$ cat src/rtl/pwm_pkg.sv
package pwm_pkg;
   // Register indices (the compare block starts at REG_CMP0, one per channel)
   localparam int unsigned REG_CTRL   = 0;
   localparam int unsigned REG_TOP    = 1;
   localparam int unsigned REG_DIV    = 2;
   localparam int unsigned REG_ERRCLR = 3;
   localparam int unsigned REG_CMP0   = 4;
   // Number of cascaded divider stages feeding the counter
   localparam int unsigned DIV_STAGES = 2;
endpackage

$ cat src/rtl/pwm_prescaler.sv
module pwm_prescaler #(
   parameter int unsigned STAGES = 2,
   parameter int unsigned W      = 8
) (
   input  logic                       clk,
   input  logic                       rst_n,
   input  logic                       clr_i,
   input  logic                       run_i,
   input  logic [STAGES-1:0][W-1:0]   lim_i,
   output logic                       tick_o
);
   logic [STAGES-1:0][W-1:0] cnt_q;
   logic [STAGES:0]          adv;
   logic [STAGES-1:0]        wrap;

   assign adv[0] = run_i;

   for (genvar s = 0; s < STAGES; s++) begin : g_stage
      assign wrap[s]  = (cnt_q[s] == lim_i[s]);
      assign adv[s+1] = adv[s] && wrap[s];
      always_ff @(posedge clk or negedge rst_n) begin
         if (!rst_n)        cnt_q[s] <= '0;
         else if (clr_i)    cnt_q[s] <= '0;
         else if (adv[s])   cnt_q[s] <= wrap[s] ? '0 : cnt_q[s] + W'(1);
      end
   end

   assign tick_o = adv[STAGES];

   // every stage has wrapped when the counter is told to step
   p_stages_wrap_r2: assert property (@(posedge clk) disable iff (!rst_n)
      tick_o |=> cnt_q[STAGES-1] == '0);
endmodule

$ cat src/rtl/pwm_counter.sv
module pwm_counter #(
   parameter int unsigned W = 32
) (
   input  logic         clk,
   input  logic         rst_n,
   input  logic         clr_i,
   input  logic         tick_i,
   input  logic         centre_i,
   input  logic [W-1:0] top_i,
   output logic [W-1:0] count_o,
   output logic         down_o
);
   logic [W-1:0] count_q, nxt_cnt;
   logic         down_q, nxt_down;

   always_comb begin
      if (down_q)                nxt_cnt = count_q - W'(1);
      else if (count_q >= top_i) nxt_cnt = '0;
      else                       nxt_cnt = count_q + W'(1);
      if (nxt_cnt == '0)                         nxt_down = 1'b0;
      else if (centre_i && (nxt_cnt == top_i))   nxt_down = 1'b1;
      else                                       nxt_down = down_q;
   end

   always_ff @(posedge clk or negedge rst_n) begin
      if (!rst_n) begin
         count_q <= '0;
         down_q  <= 1'b0;
      end else if (clr_i) begin
         count_q <= '0;
         down_q  <= 1'b0;
      end else if (tick_i) begin
         count_q <= nxt_cnt;
         down_q  <= nxt_down;
      end
   end

   assign count_o = count_q;
   assign down_o  = down_q;

   p_idle_hold_r2: assert property (@(posedge clk) disable iff (!rst_n)
      !tick_i && !clr_i |=> $stable(count_q));
   p_edge_wrap_r3: assert property (@(posedge clk) disable iff (!rst_n)
      tick_i && !clr_i && !centre_i && (count_q >= top_i) |=> count_q == '0);
   p_count_bound_r3: assert property (@(posedge clk) disable iff (!rst_n)
      count_q <= top_i);
   p_down_only_centre_r4: assert property (@(posedge clk) disable iff (!rst_n)
      down_q |-> centre_i);
   p_clear_r8: assert property (@(posedge clk) disable iff (!rst_n)
      clr_i |=> (count_q == '0) && !down_q);
endmodule

$ cat src/rtl/pwm_channel.sv
module pwm_channel #(
   parameter int unsigned W = 32
) (
   input  logic         clk,
   input  logic         rst_n,
   input  logic [W-1:0] count_i,
   input  logic         down_i,
   input  logic         centre_i,
   input  logic [W-1:0] top_i,
   input  logic [W-1:0] cmp_pend_i,
   input  logic         en_i,
   input  logic         inv_i,
   output logic         pwm_o
);
   logic [W-1:0] act_q, eff;
   logic         lvl_q, lvl_d;
   logic         at_zero, at_match, ev_set, ev_clr;

   // The pending compare is adopted only while the counter sits at zero
   assign at_zero  = (count_i == '0);
   assign eff      = at_zero ? cmp_pend_i : act_q;
   // In edge mode a non-zero compare equal to top never clears (constant high)
   assign at_match = (count_i == eff) && (centre_i || (eff != top_i) || (eff == '0));
   assign ev_set   = down_i ? at_match : at_zero;
   assign ev_clr   = down_i ? at_zero  : at_match;

   always_comb begin
      if (ev_clr)      lvl_d = 1'b0;
      else if (ev_set) lvl_d = 1'b1;
      else             lvl_d = lvl_q;
   end

   always_ff @(posedge clk or negedge rst_n) begin
      if (!rst_n) begin
         act_q <= '0;
         lvl_q <= 1'b0;
      end else begin
         act_q <= eff;
         lvl_q <= lvl_d;
      end
   end

   assign pwm_o = en_i && (lvl_q ^ inv_i);

   p_cmp_at_zero_r12: assert property (@(posedge clk) disable iff (!rst_n)
      !at_zero |=> $stable(act_q));
endmodule

$ cat src/rtl/pwm_shared_counter.sv
module pwm_shared_counter
   import pwm_pkg::*;
#(
   parameter int unsigned NUM_CH  = 4,
   parameter int unsigned CNT_W   = 32,
   parameter int unsigned DIV_W   = 8,
   parameter int unsigned DATA_W  = 32,
   parameter int unsigned ADDR_W  = 3,
   parameter int unsigned RST_TOP = 255
) (
   input  logic              clk,
   input  logic              rst_n,
   input  logic              wr_en,
   input  logic [ADDR_W-1:0] wr_addr,
   input  logic [DATA_W-1:0] wr_data,
   output logic [CNT_W-1:0]  count_o,
   output logic [NUM_CH-1:0] pwm_o,
   output logic              err_o
);
   localparam logic [ADDR_W-1:0] A_CTRL   = ADDR_W'(REG_CTRL);
   localparam logic [ADDR_W-1:0] A_TOP    = ADDR_W'(REG_TOP);
   localparam logic [ADDR_W-1:0] A_DIV    = ADDR_W'(REG_DIV);
   localparam logic [ADDR_W-1:0] A_ERRCLR = ADDR_W'(REG_ERRCLR);
   localparam int unsigned       INV_LSB  = 2 + NUM_CH;

   if (NUM_CH < 1)                       begin : g_bad_ch   $error("NUM_CH must be at least 1"); end
   if (CNT_W < 2)                        begin : g_bad_cnt  $error("CNT_W must be at least 2"); end
   if (DATA_W < CNT_W)                   begin : g_bad_dw   $error("DATA_W narrower than CNT_W"); end
   if (DATA_W < 2 + 2*NUM_CH)            begin : g_bad_ctl  $error("DATA_W cannot hold control bits"); end
   if (DATA_W < DIV_STAGES*DIV_W)        begin : g_bad_div  $error("DATA_W cannot hold divider fields"); end
   if ((1 << ADDR_W) < REG_CMP0 + NUM_CH) begin : g_bad_aw $error("ADDR_W too small for register map"); end

   logic                       run_q, centre_q, err_q;
   logic [NUM_CH-1:0]          chen_q, inv_q;
   logic [CNT_W-1:0]           top_q;
   logic [DIV_STAGES-1:0][DIV_W-1:0] lim_q;
   logic [CNT_W-1:0]           cmp_pend_q [NUM_CH];
   logic [CNT_W-1:0]           wval;
   logic [NUM_CH-1:0]          wr_cmp;
   logic                       cmp_too_big, below_cmp, top_rej, cfg_clr, tick, down;
   logic                       unused_wdata;

   assign wval         = wr_data[CNT_W-1:0];
   assign unused_wdata = ^wr_data;
   assign cmp_too_big  = (wval > top_q);

   always_comb begin
      below_cmp = 1'b0;
      for (int k = 0; k < NUM_CH; k++)
         if (cmp_pend_q[k] > wval) below_cmp = 1'b1;
   end

   assign top_rej = (|chen_q) || below_cmp;
   assign cfg_clr = wr_en && ((wr_addr == A_CTRL) || (wr_addr == A_DIV) ||
                              ((wr_addr == A_TOP) && !top_rej));

   always_ff @(posedge clk or negedge rst_n) begin
      if (!rst_n) begin
         run_q    <= 1'b0;
         centre_q <= 1'b0;
         chen_q   <= '0;
         inv_q    <= '0;
         top_q    <= CNT_W'(RST_TOP);
         lim_q    <= '0;
         err_q    <= 1'b0;
      end else if (wr_en) begin
         if (wr_addr == A_CTRL) begin
            run_q    <= wr_data[0];
            centre_q <= wr_data[1];
            chen_q   <= wr_data[2 +: NUM_CH];
            inv_q    <= wr_data[INV_LSB +: NUM_CH];
         end else if (wr_addr == A_TOP) begin
            if (top_rej) err_q <= 1'b1;
            else begin
               top_q <= wval;
               run_q <= 1'b0;
            end
         end else if (wr_addr == A_DIV) begin
            for (int s = 0; s < DIV_STAGES; s++) lim_q[s] <= wr_data[s*DIV_W +: DIV_W];
            run_q <= 1'b0;
         end else if (wr_addr == A_ERRCLR) begin
            err_q <= 1'b0;
         end else if ((|wr_cmp) && cmp_too_big) begin
            err_q <= 1'b1;
         end
      end
   end

   pwm_prescaler #(.STAGES(DIV_STAGES), .W(DIV_W)) u_prescaler (
      .clk(clk), .rst_n(rst_n), .clr_i(cfg_clr), .run_i(run_q),
      .lim_i(lim_q), .tick_o(tick));

   pwm_counter #(.W(CNT_W)) u_counter (
      .clk(clk), .rst_n(rst_n), .clr_i(cfg_clr), .tick_i(tick),
      .centre_i(centre_q), .top_i(top_q), .count_o(count_o), .down_o(down));

   for (genvar k = 0; k < NUM_CH; k++) begin : g_ch
      assign wr_cmp[k] = wr_en && (wr_addr == ADDR_W'(REG_CMP0 + k));

      always_ff @(posedge clk or negedge rst_n) begin
         if (!rst_n)                          cmp_pend_q[k] <= '0;
         else if (wr_cmp[k] && !cmp_too_big)  cmp_pend_q[k] <= wval;
      end

      pwm_channel #(.W(CNT_W)) u_channel (
         .clk(clk), .rst_n(rst_n), .count_i(count_o), .down_i(down),
         .centre_i(centre_q), .top_i(top_q), .cmp_pend_i(cmp_pend_q[k]),
         .en_i(chen_q[k]), .inv_i(inv_q[k]), .pwm_o(pwm_o[k]));

      p_cmp_reject_r9: assert property (@(posedge clk) disable iff (!rst_n)
         wr_cmp[k] && cmp_too_big |=> err_q && $stable(cmp_pend_q[k]));
   end

   assign err_o = err_q;

   p_top_locked_r10: assert property (@(posedge clk) disable iff (!rst_n)
      wr_en && (wr_addr == A_TOP) && (|chen_q) |=> err_q && $stable(top_q));
   p_err_clear_r11: assert property (@(posedge clk) disable iff (!rst_n)
      wr_en && (wr_addr == A_ERRCLR) |=> !err_q);
   p_run_from_ctrl_r8: assert property (@(posedge clk) disable iff (!rst_n)
      $rose(run_q) |-> $past(wr_en && (wr_addr == A_CTRL)));
endmodule

$ cat config.mk
export PLATFORM = sky130hd
export DESIGN_NAME = pwm_shared_counter
export DESIGN_NICKNAME = d
export VERILOG_FILES = /design/src/rtl/pwm_pkg.sv /design/src/rtl/pwm_prescaler.sv /design/src/rtl/pwm_counter.sv /design/src/rtl/pwm_channel.sv /design/src/rtl/pwm_shared_counter.sv
export SDC_FILE = /design/constraint.sdc
export NUM_CORES = 1
export LEC_CHECK = 0
export BUFFER_PORTS_ARGS = -buffer_cell sky130_fd_sc_hd__buf_2
export CORE_MARGIN = 2
export CORE_UTILIZATION = 44
export CTS_CLUSTER_DIAMETER = 40
export DETAILED_ROUTE_END_ITERATION = 12
export GPL_TIMING_DRIVEN = 0
export PLACE_DENSITY = 0.59
export SYNTH_ARGS = -nofsm -noshare
export SYNTH_HDL_FRONTEND = slang
export SYNTH_SLANG_ARGS = --single-unit
$ cat constraint.sdc
create_clock -name clk -period 3.65 [get_ports clk]
set_input_delay 0.1825 -clock clk [delete_from_list [all_inputs] [get_ports clk]]
set_output_delay 0.1825 -clock clk [all_outputs]
set_load 0.005 [all_outputs]
==> results.toml, run 1 <==
[worst_setup_path]
path_class = "reg -> reg"
arrival_ps = 4780
crit_required_ps = 4160
critPathLaunchType = "flop"
crit_fanout = 10
end_kind = "flop"

[route]
drc = 0
drt_first_pass_iters = 8
viasPerCell = 6.901
wirelength_um = 152900
postRouteAntennaNets = 0
vias = 27500
wire_per_inst_um = 38.38
drt_iter0_drc = 4493

[sta]
fin_crit_ps = 4270
fin_worst_skew_ps = 37.81
relSlewSlack = -0.1330
maxSlewViolCount = 11
timing.fmax_mhz = 234.2
tightest_slew_ps = 1699
finalCritPeriodShare = 1.170
setup_ws_ps = -620.0
finalSetupViolations = 133
hold_viol = 0
grt_setup_unrepaired = "true"

[run_status]
violations = "capacitance limit, slew limit, setup timing"
status = "complete, but fails checks"

[placed_design]
portBuffers = 71
hpwlAfterDp_um = 109100
routabilityCongestion = 1.089

[logic_synthesis]
synthTopCellsByCount = "360 x dfrtp_1, 303 x nand2_1, 204 x xnor2_1"
ys.warnings.count = 0
synthCells = 2803
yosysTopAreaCellShare = 0.3486
synth-seq-cells = 368
synth_edf_count = 0
synth.avg_cell_area_um2 = 9.220
dominantRegCellSynth = "dfrtp_1"
synth.yosys.seq_area_share = 0.3567
yosys.cell_types.count = 97
synth_area_leader_cell = "dfrtp_1"
synth.area.top_cells = "dfrtp_1 35%, ha_1 9.5%, xnor2_1 6.9%"
yosysMostFrequentCell = "dfrtp_1"
syn_nets = 3037
async_flop_share = 1.000
syn-cell-area_mm2 = 0.02584

[finish]
layout.area.seq_mm2 = 0.009298
areaGrowthSynthToFinish_pct = 32.89
utilization = 0.5930
drive_above_1_share = 0.2708
fill_cells = 5120
fin_nets = 3370
multiInputGateArea_mm2 = 0.01662

[die]
io_pins = 75
coreArea_mm2 = 0.05792
start_util = 0.4462
die_area_mm2 = 0.06069
die_h_um = 246.3
rows = 88
die_w_um = 246.3

[cts]
numCtsBuffers = 86
path_clk_slew_ps = 50
cts_tree = "yes"
cts_sinks = 368
cts-root-buf = "clkbuf_16"
htreeDepth = 3
clk_latency_ps = 670
clockBufferDepth = 3

[pwr]
p_total_uw = 24680
p_leak_uw = 0.01568
power_density_mw_per_mm2 = 718.5
vdd_drop_max_v = 0.0006323

[global_route]
grt_max_degree = 111
gr-total-overflow = 0
track_usage = 0.4871
grt_pass1_vias = 25570
antenna_found_initial = 9
grt_pass1_wl_um = 203100

[job]
max_cap_viol_count = 1

[worst_hold_path]
hp-class = "in -> reg"
[cell type report]
cell class / instances / share of cell area
Timing Repair Buffer: 263 / 0.07068
Antenna cell: 10 / 0.0007287
Clock buffer: 104 / 0.06758
Buffer: 121 / 0.03377
Clock inverter: 57 / 0.01993
Tap cell: 765 / 0.02787
Sequential cell: 368 / 0.2707
Multi-Input combinational cell: 2108 / 0.4839
Inverter: 188 / 0.02477
[sequential cells by signal, indices dropped and copies added, names as in the netlist, 4 cells and up]
signal                cells
cmp_pend_q              128
g_ch.u_channel.act_q    128
top_q                    32
u_counter.count_o        32
lim_q                    16
u_prescaler.cnt_q        16
chen_q                    4
g_ch.u_channel.lvl_q      4
inv_q                     4
[worst max-delay path: stages (launching register included)]
cell and delay (ps):
dfrtp_1 470, clkbuf_1 1040, inv_1 690, nand2_1 180, o32ai_1 100, xnor2_1 530
a31oi_1 240, nor3_2 270, nand4_1 190, nor4_4 320, nor3_1 80
[power breakdown]
part | switching, uW | leakage, uW | internal (uW) | total (uW)
Sequential | 2770 | 0.00453 | 5330 | 8100
Clock | 2890 | 0.00145 | 5120 | 8000
Combinational | 4780 | 0.00970 | 3790 | 8570
[per-layer routing]
layer  vias to the layer above  routed length (um)  global-route usage
met1                     13550               56540              0.6114
li1                      10870                   -                   -
met5                         -                 166             0.01634
met2                      2395               59930              0.6749
met4                         8               13590              0.3444
met3                       682               22660              0.1941
[cell families (layout without fill, tap and decap cells)]
family / after synthesis / in the layout / share of synthesized area
AND/OR/NAND/NOR: 901 / 901 / 0.1762
AO/OA/AOI/OAI: 516 / 516 / 0.1332
flip-flops: 368 / 368 / 0.3567
buffers and inverters: 327 / 733 / 0.05302
XOR/XNOR: 274 / 274 / 0.09315
multiplexers: 221 / 221 / 0.09277
adder cells (fa/ha/maj): 196 / 196 / 0.09490
other: 0 / 10 / 0
[timing repair]
item,4_1_cts,5_1_grt
endpoints found under the hold margin,119,0
endpoints found under the setup margin,242,222
buffers inserted,76,81
cloned,1,12
hold buffers,18,0
pin swaps,26,44
gates resized for setup,287,321
[stage by stage]
| stage | worst slack, ps | cells | hold WS, ps | area, um^2 | setup TNS [ps] |
|---|---|---|---|---|---|
| after floorplan | 17.84 | 2803 | -113.1 | 25900 | 0 |
| after global placement | -5973 | 3639 | 490.0 | 27220 | -2407860 |
| after detailed placement | -3425 | 3644 | 191.5 | 27330 | -516840 |
| after CTS | -586.9 | 3884 | 4.800 | 32180 | -35910 |
| after global routing | -544.1 | 3978 | 6.066 | 34330 | -38610 |
| final | -620.0 | 3984 | 0.4727 | 34340 | -43240 |
[layout by cell type (no fill, tap or decap), types with 16 or more instances in the layout]
cell type and instances:
a211oi_1 18, a21o_1 63, a21oi_1 108, buf_12 31
buf_2 81, buf_4 129, buf_6 35, clkbuf_1 34
clkbuf_16 101, clkinv_4 19, clkinvlp_4 26, dfrtp_1 323
dfrtp_2 27, dlygate4sd3_1 18, ha_1 192, inv_1 152
mux2_2 63, mux2_4 85, mux2i_1 41, mux2i_2 16
mux2i_4 16, nand2_1 301, nand2b_1 19, nand3_1 53
nand4_1 114, nor2_1 123, nor3_1 53, nor3_2 17
nor4_1 84, o21ai_0 101, o22ai_1 32, xnor2_1 199
xor2_1 69
[final timing paths]
check / start / endpoint / slack [ps] / depth (start not counted)
worst max-delay path: u_counter.count_o[18] / u_counter.down_o / -620 / 10
worst min-delay path: wr_data[8] / cmp_pend_q[72] / 0.5 / 2
worst max register to register: u_counter.count_o[18] / u_counter.down_o / -620 / 10
worst min register to register: chen_q[1] / chen_q[1] / 520 / 1
max in group asynchronous: rst_n / top_q[11] / 2110 / 4
min in group asynchronous: rst_n / cmp_pend_q[19] / 70 / 2
(Power assumes the default switching activity.)
==> run 2, diff against run 1 <==
SKIP_CTS_REPAIR_TIMING = 1   (was default)
clock period = 3.76 ns   (was 3.65 ns; I/O delays follow)
==> run 2 against run 1 <==
The run still ends with capacitance limit, slew limit, setup timing left. Non-clock buffer count is 41 higher. Final area is 0.94% lower. Via count is 0.69% lower. Sequential power is 1% lower. Clock skew is 20 ps higher. Sequential cell count stayed put. Critical path type unchanged. Largest cell class unchanged. Highest routed layer unchanged.
==> results.toml, run 2 (synthesis gave the netlist of run 1 again) <==
[run_status]
status = "complete, but fails checks"
violations = "capacitance limit, slew limit, setup timing"

[placed_design]
hpwlAfterDp_um = 110300
portBuffers = 71
routabilityCongestion = 1.074
placed_cells = 3643

[pwr]
power_density_mw_per_mm2 = 699.1
p_total_uw = 23780
p_leak_uw = 0.01552
vdd_drop_max_v = 0.0006360

[worst_setup_path]
ff2ff_path_depth = 14
critical_path.cell_chain = "clkinvlp_4, ha_4, a21oi_1, nor2b_1, o21ai_1, nand2b_1, a2111oi_4, o21ai_2, a211oi_4, a31oi_4, nor4bb_1, buf_4, clkbuf_16, mux2_4"
max_stage_delay_ps = 570
arrival_ps = 4900
r2r_start = "top_q[26]"
critPathLaunchType = "flop"
startpoint = "top_q[26]"
cp.depth = 14
crit_family = "compound AO/OA/AOI/OAI gates"
crit_fanout = 7
crit_required_ps = 4300
crit_buf_inv = 3
path_class = "reg -> reg"
critical_path.slowest_cell = "a211oi_4"
end_kind = "flop"

[global_route]
track_usage = 0.4763
antenna_found_initial = 6
grt_pass1_vias = 25200
grt_max_degree = 116
gr-total-overflow = 0
grt_pass1_wl_um = 199000

[worst_hold_path]
min_delay_path_depth = 3
min_from = "wr_en"
hp-class = "in -> reg"

[die]
die_area_mm2 = 0.06069
die_h_um = 246.3
coreArea_mm2 = 0.05792
io_pins = 75
rows = 88
start_util = 0.4462
die_w_um = 246.3

[route]
drc = 0
wire_per_inst_um = 37.55
postRouteAntennaNets = 0
viasPerCell = 6.809
wirelength_um = 150600
vias = 27310
drt_first_pass_iters = 8
drt_iter0_drc = 3994

[finish]
mostFrequentLayoutCell = "dfrtp_1"
drive_above_1_share = 0.2718
areaGrowthSynthToFinish_pct = 31.64
finalNonFillerCells = 4010
utilization = 0.5874
fill_cells = 5091
fin_nets = 3405
reg.largest.list = "cmp_pend_q x128, g_ch.u_channel.act_q x128"
final_cell_mix = "324 x dfrtp_1, 301 x nand2_1, 202 x xnor2_1, 192 x ha_1, 182 x buf_4"

[sta]
hold_viol = 0
relSlewSlack = -0.03125
fin_crit_ps = 4363
finalCritPeriodShare = 1.160
grt_setup_unrepaired = "true"
fin_worst_skew_ps = 58.10
tightest_slew_ps = 1547
finalSetupViolations = 144
setup_ws_ps = -603.3
timing.fmax_mhz = 229.2
maxSlewViolCount = 22

[cts]
numCtsBuffers = 80
cts-root-buf = "clkbuf_16"
htreeDepth = 3
cts_sinks = 368
cts_tree = "yes"
clockBufferDepth = 3
clk_latency_ps = 660
path_clk_slew_ps = 50

[job]
max_cap_viol_count = 2
[run 2: power breakdown]
group	switching [uW]	total, uW	internal, uW
sequential	2840	8000	5170
clock	2730	7700	4970
combinational	4490	8080	3590
[run 2: area by class of cell]
class | instances | area (um^2) | share of cell area
antenna | 7 | 17.52 | 0.0005149
buffer | 121 | 1065 | 0.03130
clock buffer | 95 | 2170 | 0.06378
clock inverter | 54 | 748.2 | 0.02199
inverter | 188 | 822.0 | 0.02416
multi-input combinational | 2108 | 16350 | 0.4807
sequential | 368 | 9298 | 0.2733
tap | 765 | 957.2 | 0.02814
timing repair buffer | 304 | 2587 | 0.07606
[run 2: final timing paths]
kind | end | slack, ps
worst min register to register | lim_q[14] | 520
max in group asynchronous | u_counter.count_o[1] | 2120
worst max-delay path | cmp_pend_q[49] | -600
worst max register to register | cmp_pend_q[49] | -600
worst min-delay path | err_o | 0.1
min in group asynchronous | g_ch[3].u_channel.act_q[11] | 240
[run 2: worst reg2reg max path: stages, from the launching register on]
cell and delay [ps]:
dfrtp_2 530, clkinvlp_4 410, ha_4 380, a21oi_1 140, nor2b_1 70, o21ai_1 130
nand2b_1 110, a2111oi_4 370, o21ai_2 140, a211oi_4 570, a31oi_4 260, nor4bb_1 310
buf_4 290, clkbuf_16 230, mux2_4 310
[run 2: through the flow]
stage                TNS, ps  worst slack (ps)  cell area [um^2]  hold WS [ps]
floorplan                  0             1.176             25870        -107.6
finish                -57720            -603.3             34020        0.1263
global route          -53060            -575.4             34000        -16.47
detailed placement   -484770             -3074             27290         358.9
global placement    -2287780             -5704             27180         478.2
CTS                  -487900             -3108             30210        -305.8
[run 2: routing by layer]
layer / vias up / wire, um / GRT usage
li1: 10940 / - / -
met1: 13460 / 56090 / 0.6097
met2: 2287 / 60320 / 0.6709
met3: 616 / 21740 / 0.1752
met4: 4 / 12390 / 0.3106
met5: - / 21 / 0
